### config.mk
export PLATFORM = sky130hd
export DESIGN_NAME = hl_sig_frame_codec
export DESIGN_NICKNAME = d
export VERILOG_FILES = /design/src/rtl/hl_link_pkg.sv /design/src/rtl/hl_frame_classify.sv /design/src/rtl/hl_req_collect.sv /design/src/rtl/hl_sig_encode.sv /design/src/rtl/hl_sig_frame_codec.sv
export SDC_FILE = /design/constraint.sdc
export NUM_CORES = 1
export LEC_CHECK = 0
export ABC_AREA = 1
export BUFFER_PORTS_ARGS = -buffer_cell sky130_fd_sc_hd__buf_2
export CAP_MARGIN = 20
export CORE_ASPECT_RATIO = 1.25
export CORE_MARGIN = 8
export CORE_UTILIZATION = 50
export CTS_CLUSTER_DIAMETER = 100
export CTS_CLUSTER_SIZE = 28
export DETAILED_ROUTE_END_ITERATION = 6
export HOLD_SLACK_MARGIN = 0.15
export PLACE_DENSITY = 0.89
export SLEW_MARGIN = 20
export SYNTH_ARGS = -nofsm -noshare
export SYNTH_HDL_FRONTEND = slang
export SYNTH_SLANG_ARGS = --single-unit
### constraint.sdc
create_clock -name clk -period 7.5 [get_ports clk]
set_input_delay 0.75 -clock clk [delete_from_list [all_inputs] [get_ports clk]]
set_output_delay 0.75 -clock clk [all_outputs]
set_load 0.005 [all_outputs]
### src/rtl/hl_link_pkg.sv
package hl_link_pkg;
    localparam logic [7:0] LEAD_SIG = 8'hFF;
    localparam logic [7:0] LEAD_END = 8'hFE;
    localparam logic [7:0] HDR_REQ  = 8'h01;
    localparam int         PKT_W    = 32;

    typedef enum logic {
        ST_IDLE = 1'b0,
        ST_BODY = 1'b1
    } dec_state_e;
endpackage

### src/rtl/hl_frame_classify.sv
module hl_frame_classify
    import hl_link_pkg::*;
(
    input  logic [7:0] lead_byte,
    input  logic [7:0] type_byte,
    output logic       is_sig,
    output logic       is_req,
    output logic       is_end
);
    logic hdr_onehot;

    always_comb begin
        hdr_onehot = ($countones(type_byte) == 1);
        is_sig     = (lead_byte == LEAD_SIG) && hdr_onehot;
        is_req     = is_sig && (type_byte == HDR_REQ);
        is_end     = (lead_byte == LEAD_END);
    end
endmodule

### src/rtl/hl_req_collect.sv
module hl_req_collect
    import hl_link_pkg::*;
#(
    parameter int REGIONS = 64
) (
    input  logic               clk,
    input  logic               rst_n,
    input  logic               rx_valid,
    input  logic [PKT_W-1:0]   rx_data,
    input  logic               is_sig,
    input  logic               is_req,
    input  logic               is_end,
    output logic               data_valid,
    output logic [PKT_W-1:0]   data_word,
    output logic               sig_valid,
    output logic [7:0]         sig_code,
    output logic               req_valid,
    output logic [REGIONS-1:0] req_map,
    output logic               req_err
);
    localparam int BODY_WORDS = REGIONS / PKT_W;
    localparam int CNT_W      = $clog2(BODY_WORDS + 2);
    localparam logic [CNT_W-1:0] CNT_FULL = CNT_W'(BODY_WORDS);
    localparam logic [CNT_W-1:0] CNT_OVER = CNT_W'(BODY_WORDS + 1);

    typedef struct packed {
        dec_state_e         st;
        logic [CNT_W-1:0]   cnt;
        logic [REGIONS-1:0] map;
        logic               data_valid;
        logic [PKT_W-1:0]   data_word;
        logic               sig_valid;
        logic [7:0]         sig_code;
        logic               req_valid;
        logic               req_err;
    } col_reg_t;

    col_reg_t col_d, col_q;

    always_comb begin
        col_d            = col_q;
        col_d.data_valid = 1'b0;
        col_d.sig_valid  = 1'b0;
        col_d.req_valid  = 1'b0;
        col_d.req_err    = 1'b0;
        if (rx_valid) begin
            unique case (col_q.st)
                ST_IDLE: begin
                    if (is_req) begin
                        col_d.st  = ST_BODY;
                        col_d.cnt = '0;
                        col_d.map = '0;
                    end else if (is_sig) begin
                        col_d.sig_valid = 1'b1;
                        col_d.sig_code  = rx_data[23:16];
                    end else begin
                        col_d.data_valid = 1'b1;
                        col_d.data_word  = rx_data;
                    end
                end
                ST_BODY: begin
                    if (is_end) begin
                        col_d.st = ST_IDLE;
                        if (col_q.cnt == CNT_FULL) begin
                            col_d.req_valid = 1'b1;
                        end else begin
                            col_d.req_err = 1'b1;
                        end
                    end else begin
                        for (int k = 0; k < BODY_WORDS; k++) begin
                            if (col_q.cnt == CNT_W'(k)) begin
                                col_d.map[PKT_W*k +: PKT_W] = rx_data;
                            end
                        end
                        if (col_q.cnt != CNT_OVER) begin
                            col_d.cnt = col_q.cnt + 1'b1;
                        end
                    end
                end
                default: col_d.st = ST_IDLE;
            endcase
        end
    end

    always_ff @(posedge clk) begin
        if (!rst_n) begin
            col_q <= '{st: ST_IDLE, default: '0};
        end else begin
            col_q <= col_d;
        end
    end

    assign data_valid = col_q.data_valid;
    assign data_word  = col_q.data_word;
    assign sig_valid  = col_q.sig_valid;
    assign sig_code   = col_q.sig_code;
    assign req_valid  = col_q.req_valid;
    assign req_map    = col_q.map;
    assign req_err    = col_q.req_err;


    strobe_excl_chk: assert property (@(posedge clk) disable iff (!rst_n)
        $onehot0({data_valid, sig_valid, req_valid, req_err}));


    sig_onehot_chk: assert property (@(posedge clk) disable iff (!rst_n)
        sig_valid |-> ($onehot(sig_code) && sig_code != HDR_REQ));


    strobe_needs_pkt_chk: assert property (@(posedge clk) disable iff (!rst_n)
        !rx_valid |=> !(data_valid || sig_valid || req_valid || req_err));


    body_no_pass_chk: assert property (@(posedge clk) disable iff (!rst_n)
        (col_q.st == ST_BODY && rx_valid && !is_end) |=> !(data_valid || sig_valid));


    end_closes_chk: assert property (@(posedge clk) disable iff (!rst_n)
        (req_valid || req_err) |-> col_q.st == ST_IDLE);
endmodule

### src/rtl/hl_sig_encode.sv
module hl_sig_encode
    import hl_link_pkg::*;
(
    input  logic             clk,
    input  logic             rst_n,
    input  logic             ack_valid,
    input  logic [7:0]       ack_code,
    output logic             ack_ready,
    output logic             tx_valid,
    output logic [PKT_W-1:0] tx_data,
    input  logic             tx_ready
);
    typedef struct packed {
        logic             vld;
        logic [PKT_W-1:0] word;
    } enc_reg_t;

    enc_reg_t enc_d, enc_q;

    always_comb begin
        ack_ready = !enc_q.vld || tx_ready;
        enc_d     = enc_q;
        if (tx_ready) begin
            enc_d.vld = 1'b0;
        end
        if (ack_valid && ack_ready) begin
            enc_d.vld  = 1'b1;
            enc_d.word = {LEAD_SIG, ack_code, 16'h0000};
        end
    end

    always_ff @(posedge clk) begin
        if (!rst_n) begin
            enc_q <= '0;
        end else begin
            enc_q <= enc_d;
        end
    end

    assign tx_valid = enc_q.vld;
    assign tx_data  = enc_q.word;


    tx_hold_chk: assert property (@(posedge clk) disable iff (!rst_n)
        (tx_valid && !tx_ready) |=> (tx_valid && $stable(tx_data)));


    tx_format_chk: assert property (@(posedge clk) disable iff (!rst_n)
        tx_valid |-> (tx_data[31:24] == LEAD_SIG && tx_data[15:0] == 16'h0000));


    tx_follows_chk: assert property (@(posedge clk) disable iff (!rst_n)
        (ack_valid && ack_ready) |=> (tx_valid && tx_data[23:16] == $past(ack_code)));
endmodule

### src/rtl/hl_sig_frame_codec.sv
module hl_sig_frame_codec
    import hl_link_pkg::*;
#(
    parameter int REGIONS = 64
) (
    input  logic               clk,
    input  logic               rst_n,
    input  logic               rx_valid,
    input  logic [31:0]        rx_data,
    output logic               data_valid,
    output logic [31:0]        data_word,
    output logic               sig_valid,
    output logic [7:0]         sig_code,
    output logic               req_valid,
    output logic [REGIONS-1:0] req_map,
    output logic               req_err,
    input  logic               ack_valid,
    input  logic [7:0]         ack_code,
    output logic               ack_ready,
    output logic               tx_valid,
    output logic [31:0]        tx_data,
    input  logic               tx_ready
);
    logic cls_sig, cls_req, cls_end;

    hl_frame_classify cls_i (
        .lead_byte (rx_data[31:24]),
        .type_byte (rx_data[23:16]),
        .is_sig    (cls_sig),
        .is_req    (cls_req),
        .is_end    (cls_end)
    );

    hl_req_collect #(.REGIONS(REGIONS)) col_i (
        .clk        (clk),
        .rst_n      (rst_n),
        .rx_valid   (rx_valid),
        .rx_data    (rx_data),
        .is_sig     (cls_sig),
        .is_req     (cls_req),
        .is_end     (cls_end),
        .data_valid (data_valid),
        .data_word  (data_word),
        .sig_valid  (sig_valid),
        .sig_code   (sig_code),
        .req_valid  (req_valid),
        .req_map    (req_map),
        .req_err    (req_err)
    );

    hl_sig_encode enc_i (
        .clk       (clk),
        .rst_n     (rst_n),
        .ack_valid (ack_valid),
        .ack_code  (ack_code),
        .ack_ready (ack_ready),
        .tx_valid  (tx_valid),
        .tx_data   (tx_data),
        .tx_ready  (tx_ready)
    );


    reset_quiet_chk: assert property (@(posedge clk)
        $past(!rst_n) |-> !(data_valid || sig_valid || req_valid || req_err || tx_valid));
endmodule

Word level (Yosys, flattened, before mapping):

Index checks and enable logic that the tools add are counted.

* output and inout bits: 142
* bits of input ports: 45
* flip-flop bits (word level): 121
* word-level logic and storage cells: 64

* add/sub/neg operators: 8
* bitwise logic cells: 5
* eq/ne operators: 12
* multiplexer cells: 13
* reduce and logical (&&, ||, !) cells: 14

Operators by type and width (count)
* 67-bit case mux with 2 select lines: 1
* 32-bit adder: 3
* 67-bit 2-to-1 mux: 1
* 33-bit 2-to-1 mux: 2
* 66-bit 2-to-1 mux: 1
* 32-bit 2-to-1 mux: 2
* 32-bit by 2-bit equality test with 1-bit output, second input constant: 1
* 4-bit AND reduction: 6
* 8-bit equality test, second input constant: 2
* 2-bit != test, second input constant: 6
* 9-bit 2-to-1 mux: 1
* 1-bit by 1-bit adder with 2-bit output: 4
* 8-bit by 1-bit equality test with 1-bit output, second input constant: 1
* 1-bit NOT: 5
* 1-bit 2-to-1 mux: 4
* 4-bit OR reduction: 1
* 1-bit logical AND: 3
* 2-bit by 1-bit adder with 2-bit output, second input constant: 1
* 2-bit by 1-bit equality test with 1-bit output, second input constant: 1
* 2-bit equality test, second input constant: 1
* 2-bit logical NOT: 1
* 2-bit 2-to-1 mux: 1
* 2-bit nonzero test: 1
* 1-bit logical NOT: 1
* 1-bit logical OR: 1

Depth between registers and ports, before layout:

* word-level depth: 8
* mapped depth: 18
* depth with buffers taken out: 17

Hierarchy:

A second synthesis with hierarchy kept.

* cells, all modules: 861
* area total of the unflattened synthesis: 6127.1 um^2

Modules (own cells, without submodules)
* hl_req_collect: instances 1, seq. area each 2222.1 um^2, cells each 730, area an instance 5215.0 um^2
* hl_sig_encode: instances 1, seq. area each 200.2 um^2, cells each 85, area an instance 628.1 um^2
* hl_frame_classify: instances 1, seq. area each 0.0 um^2, cells each 46, area an instance 284.0 um^2

Least setup slack after synthesis:

OpenSTA, ideal clock, no wires.

* path kind: input-to-reg
* from: input rx_data[22]
* to: register col_i.col_q (netlist bit col_i.data_word[0])
* required time: 7.429 ns
* arrival time: 3.614 ns
* path buffers: 1
* setup slack: 3.815 ns
* library setup time: 0.071 ns
* stages: 16
* path through: ha_1 -> fa_1 -> inv_1 -> fa_1 -> inv_1 -> ha_1 -> fa_1 -> inv_1 -> nand2_1 -> nor2_1 -> nand3_1 -> nand3_1 -> inv_1 -> buf_2 -> nand2_1 -> a21oi_1

* longest elaborated chain between the ends: 8
* elaborated cells on any way between the ends: 10
* classes of those cells: add/sub: 3; eq/ne: 2; bitwise: 2; reduce/logical: 3

Ends and longest elaborated chain
* from (decl): line hl_sig_frame_codec.sv:9 `input logic [31:0] rx_data,`
* 1-bit by 1-bit adder with 2-bit output (implied by the code): line hl_frame_classify.sv:13 `hdr_onehot = ($countones(type_byte) == 1);`
* 32-bit adder (implied by the code) (2 in series): line hl_frame_classify.sv:13
* 32-bit by 2-bit equality test with 1-bit output: line hl_frame_classify.sv:13
* 1-bit logical AND: line hl_frame_classify.sv:14 `is_sig = (lead_byte == LEAD_SIG) && hdr_onehot;`
* 1-bit logical AND: line hl_frame_classify.sv:15 `is_req = is_sig && (type_byte == HDR_REQ);`
* 1-bit NOT (no source line)
* 4-bit AND reduction (no source line) (*)
* to (signal assigned): line hl_req_collect.sv:89 `col_q <= col_d;`
* to (decl): line hl_req_collect.sv:38 `col_reg_t col_d, col_q;`

Mark *: on every way between the ends. The rest lies on a longest branch, timed or not.
A chain may end at the register's enable or synchronous reset.

Worst setup path in the final report:

* from: input rx_data[23]
* to: register col_i.col_q (netlist bit col_i.req_map[38])

* longest elaborated chain between the ends: 8
* elaborated cells on any way between the ends: 9
* classes of those cells: add/sub: 3; eq/ne: 3; reduce/logical: 3

Ends and longest elaborated chain (line)
* 1-bit by 1-bit adder with 2-bit output (implied by the code): hl_frame_classify.sv:13
* 32-bit adder (implied by the code) (2 in series): hl_frame_classify.sv:13
* 32-bit by 2-bit equality test with 1-bit output: hl_frame_classify.sv:13
* 1-bit logical AND: hl_frame_classify.sv:14
* 1-bit logical AND (*): hl_frame_classify.sv:15
* 2-bit != test (no source line) (*)
* 4-bit AND reduction (no source line) (*)

Marked as above.

==> impl_metrics.py <==
metrics = {
    "global_route": {
        "grt_use_total_pct": 19.0,
        "grt-ovfl-total": 0,
        "grt_max_degree": 77,
        "antenna_found_initial": 1,
        "grt_pass1_wl_microns": 25800,
        "grt_pass1_vias": 5262,
    },
    "setup_path": {
        "slowest_delay_ps": 910,
        "path_cells": "buf_2, inv_1, ha_1, inv_1, fa_1, fa_1, inv_1, ha_1, fa_1, inv_1, nand2_1, nor2_1, nand3_1, nand2_2, nand3_2, nor2_1, nor2_1",
        "crit_type": "input port to flip-flop",
        "timing.rr.start": "col_i.col_q[110]",
        "crit_path_max_fanout": 52,
        "r2r_slack_ps": 4340,
        "rr_worst_depth": 8,
        "cp_num_buf_inv": 5,
        "required_ps": 7800,
        "cp-start-kind": "input port",
        "r2r_end": "col_i.req_map[5]",
        "crit_arrival_ps": 5250,
        "crit_top_cell": "inv_1",
        "slowest_stage": "nand3_2",
        "critical_path.top_delay_family": "simple AND/OR/NAND/NOR gates",
        "crit_path_end_kind": "flip-flop",
    },
    "power_and_ir_drop": {
        "pwr_density_cell_nw_per_um2": 224,
        "peakVddDrop_v": 0.000141,
        "combPwrFrac_pct": 7.7,
        "p_sw_share_pct": 23.4,
        "p_int_mw": 1.21,
        "clkPwrFrac_pct": 50.4,
        "p_seq_share_pct": 41.9,
        "p_leak_nw": 3.81,
        "power.switching_mw": 0.370,
    },
    "drt": {
        "wl_per_cell_microns": 14.1,
        "vias": 5428,
        "drt_iter0_drc": 347,
        "vias_per_cell": 4.67,
        "drc_errors": 0,
        "wirelength_microns": 16400,
        "dr.pass1.iters": 5,
        "ant_nets": 0,
    },
    "placed_design": {
        "io_buffers": 170,
        "dp.final_hpwl_microns": 11400,
        "place_congestion": 0.816,
    },
    "clocking": {
        "cts-resized-gates": 0,
        "cts_hold_buffers": 0,
        "max-clock-path-buffers": 2,
        "cts_max_level": 4,
        "cts_buffers": 17,
        "cts_root_buffer": "clkbuf_16",
        "clk_pin_slew_ps": 50,
        "worstSkewPairLatency_ps": 410,
        "cts_setup_buffers": 0,
        "clock_sinks": 121,
        "cts_tree": "built",
    },
    "final_layout": {
        "areaGrowthSynthToFinish_pct": 8.74,
        "fillers": 1198,
        "drive_gt1_share_pct": 22.5,
        "layout_common_cells": "245 x nand2_1, 170 x buf_2, 136 x inv_1, 121 x dfxtp_1, 119 x nor2_1",
        "nNetsFinal": 1045,
        "layout_commonest_cell": "nand2_1",
    },
    "timing": {
        "fmax_mhz": 202,
        "maxSlewViolCount": 0,
        "setup_violations": 0,
        "min_period_over_period_pct": 66.0,
        "rsz0062_at_grt": "false",
        "final.setup.tns_ps": 0,
        "fin_crit_ps": 4950,
        "final_hold_viol_count": 0,
        "relSlewSlack_pct": 32.2,
        "fin_hold_ws_ps": 460,
        "clock_skew_ps": 6.84,
        "worstMarginPinSlew_ps": 1010,
    },
    "worst_hold_path": {
        "min_path_cells": 2,
        "hp-class": "flip-flop to flip-flop",
        "worstHoldStart": "col_i.data_word[1]",
        "min_to": "col_i.data_word[1]",
    },
    "synth": {
        "synthArstFlopShare_pct": 0,
        "synth_top_area_cell": "dfxtp_1",
        "ys_types": 27,
        "syn_inst": 947,
        "seq_area_frac_synth_pct": 37.3,
        "synth.avg_cell_area_sq_um": 6.86,
        "synth_area_leaders": "dfxtp_1 37%, buf_4 15%, nand2_1 14%, inv_1 7.9%, nor2_1 6.9%",
        "ys_ff_latch": 121,
        "yosys_warnings": 0,
        "synth-edff-count": 0,
        "syn_area_sq_um": 6500,
        "netlist.area_leader.share_pct": 37.3,
        "ys.flop_type": "dfxtp_1",
    },
    "floorplanning": {
        "start_util_pct": 51.1,
        "ios": 187,
        "design.core.area_sq_um": 12700,
        "die-area_sq_um": 16900,
        "chipWidth_microns": 118,
        "rows": 46,
        "fp.dieH_microns": 143,
    },
    "run_status": {
        "status": "completed",
    },
    "flow_run": {
        "maxCapViolations": 0,
    },
}
## flip-flops by register name, indices dropped and copies added, names as in the netlist
name,flops
col_i.req_map,64
col_i.col_q,3
col_i.data_valid,1
enc_i.tx_data,9
enc_i.tx_valid,1
col_i.sig_valid,1
col_i.data_word,32
col_i.req_valid,1
col_i.req_err,1
col_i.sig_code,8
## worst max-delay path by stage
stage,endpoint,slack (ps),startpoint,cells after the start
global route,col_i.req_map[55],2170,rx_data[22],17
global placement,col_i.req_map[60],2290,rx_data[22],16
floorplan,col_i.data_word[0],3820,rx_data[22],16
CTS,col_i.req_map[60],2580,rx_data[22],18
finish,col_i.req_map[38],2550,rx_data[23],17
detailed placement,col_i.req_map[43],2160,rx_data[22],16
## metal layers
metal  vias to the layer above  part of all wire (%)  global-route usage [%]
li1                       2780                     -                       -
met1                      2404                    42                    21.3
met2                       195                    49                    32.3
met3                        49                   6.3                    5.89
met4                         0                   3.4                    9.53
met5                         -                     0                       0
## cell usage after synthesis (3+ instances only)
library cell and n:
a21oi_1 34, a31oi_1 8, nand3_2 3, nor2_1 119, clkbuf_1 13, inv_2 12
inv_1 136, buf_4 132, nand2_1 245, buf_1 4, nor3_1 8, nand4_1 48
ha_1 14, nand3_1 4, buf_2 24, o21ai_0 8, fa_1 4, dfxtp_1 121
## area by class of cell
| type | count | area [sq um] | area share, % |
|---|---|---|---|
| flip-flops and latches | 121 | 2420 | 34.3 |
| multi-input cells | 519 | 2400 | 33.9 |
| clock buffers | 23 | 478 | 6.76 |
| clock inverters | 8 | 95.1 | 1.35 |
| diodes | 1 | 2.50 | 0.0354 |
| inverters | 149 | 559 | 7.92 |
| repair buffers | 174 | 901 | 12.8 |
| well taps | 168 | 210 | 2.98 |
## through the flow
step | area (sq um) | power [mW] | instances | setup WS [ps] | utilization, %
after detailed placement | 6460 | 0.798 | 1130 | 2160 | 50.8
final | 7070 | 1.58 | 1163 | 2550 | 55.5
after CTS | 7040 | 1.59 | 1161 | 2580 | 55.3
after global routing | 7070 | 1.64 | 1163 | 2170 | 55.5
after global placement | 6460 | 0.792 | 1130 | 2290 | 50.8
after floorplan | 6550 | 0.765 | 962 | 3820 | -
## worst register-to-register path: cells and delay by family, from the launching register on
family	cells	cell delay (ps)
simple gates	5	2270
flops	1	500
buf+inv	2	220
compound gates	1	100
## cells by family (layout without fill, tap and decap cells)
logic type,count (synthesis),in the layout,share of synthesized area [%]
AND/OR/NAND/NOR,434,434,27.9
buffers and inverters,322,354,26.7
flip-flops,121,121,37.3
AO/OA/AOI/OAI,51,51,4.14
adder cells (fa/ha/maj),18,18,3.93
other,1,17,0.0577
## power groups by stage
stage               logic [mW]  registers, mW  clock network (mW)
floorplan               0.0870          0.678                   0
global placement         0.115          0.677                   0
detailed placement       0.120          0.678                   0
CTS                      0.121          0.664               0.806
global route             0.137          0.666               0.836
finish                   0.122          0.664               0.797
No activity file was read; power rests on OpenSTA's default activity.
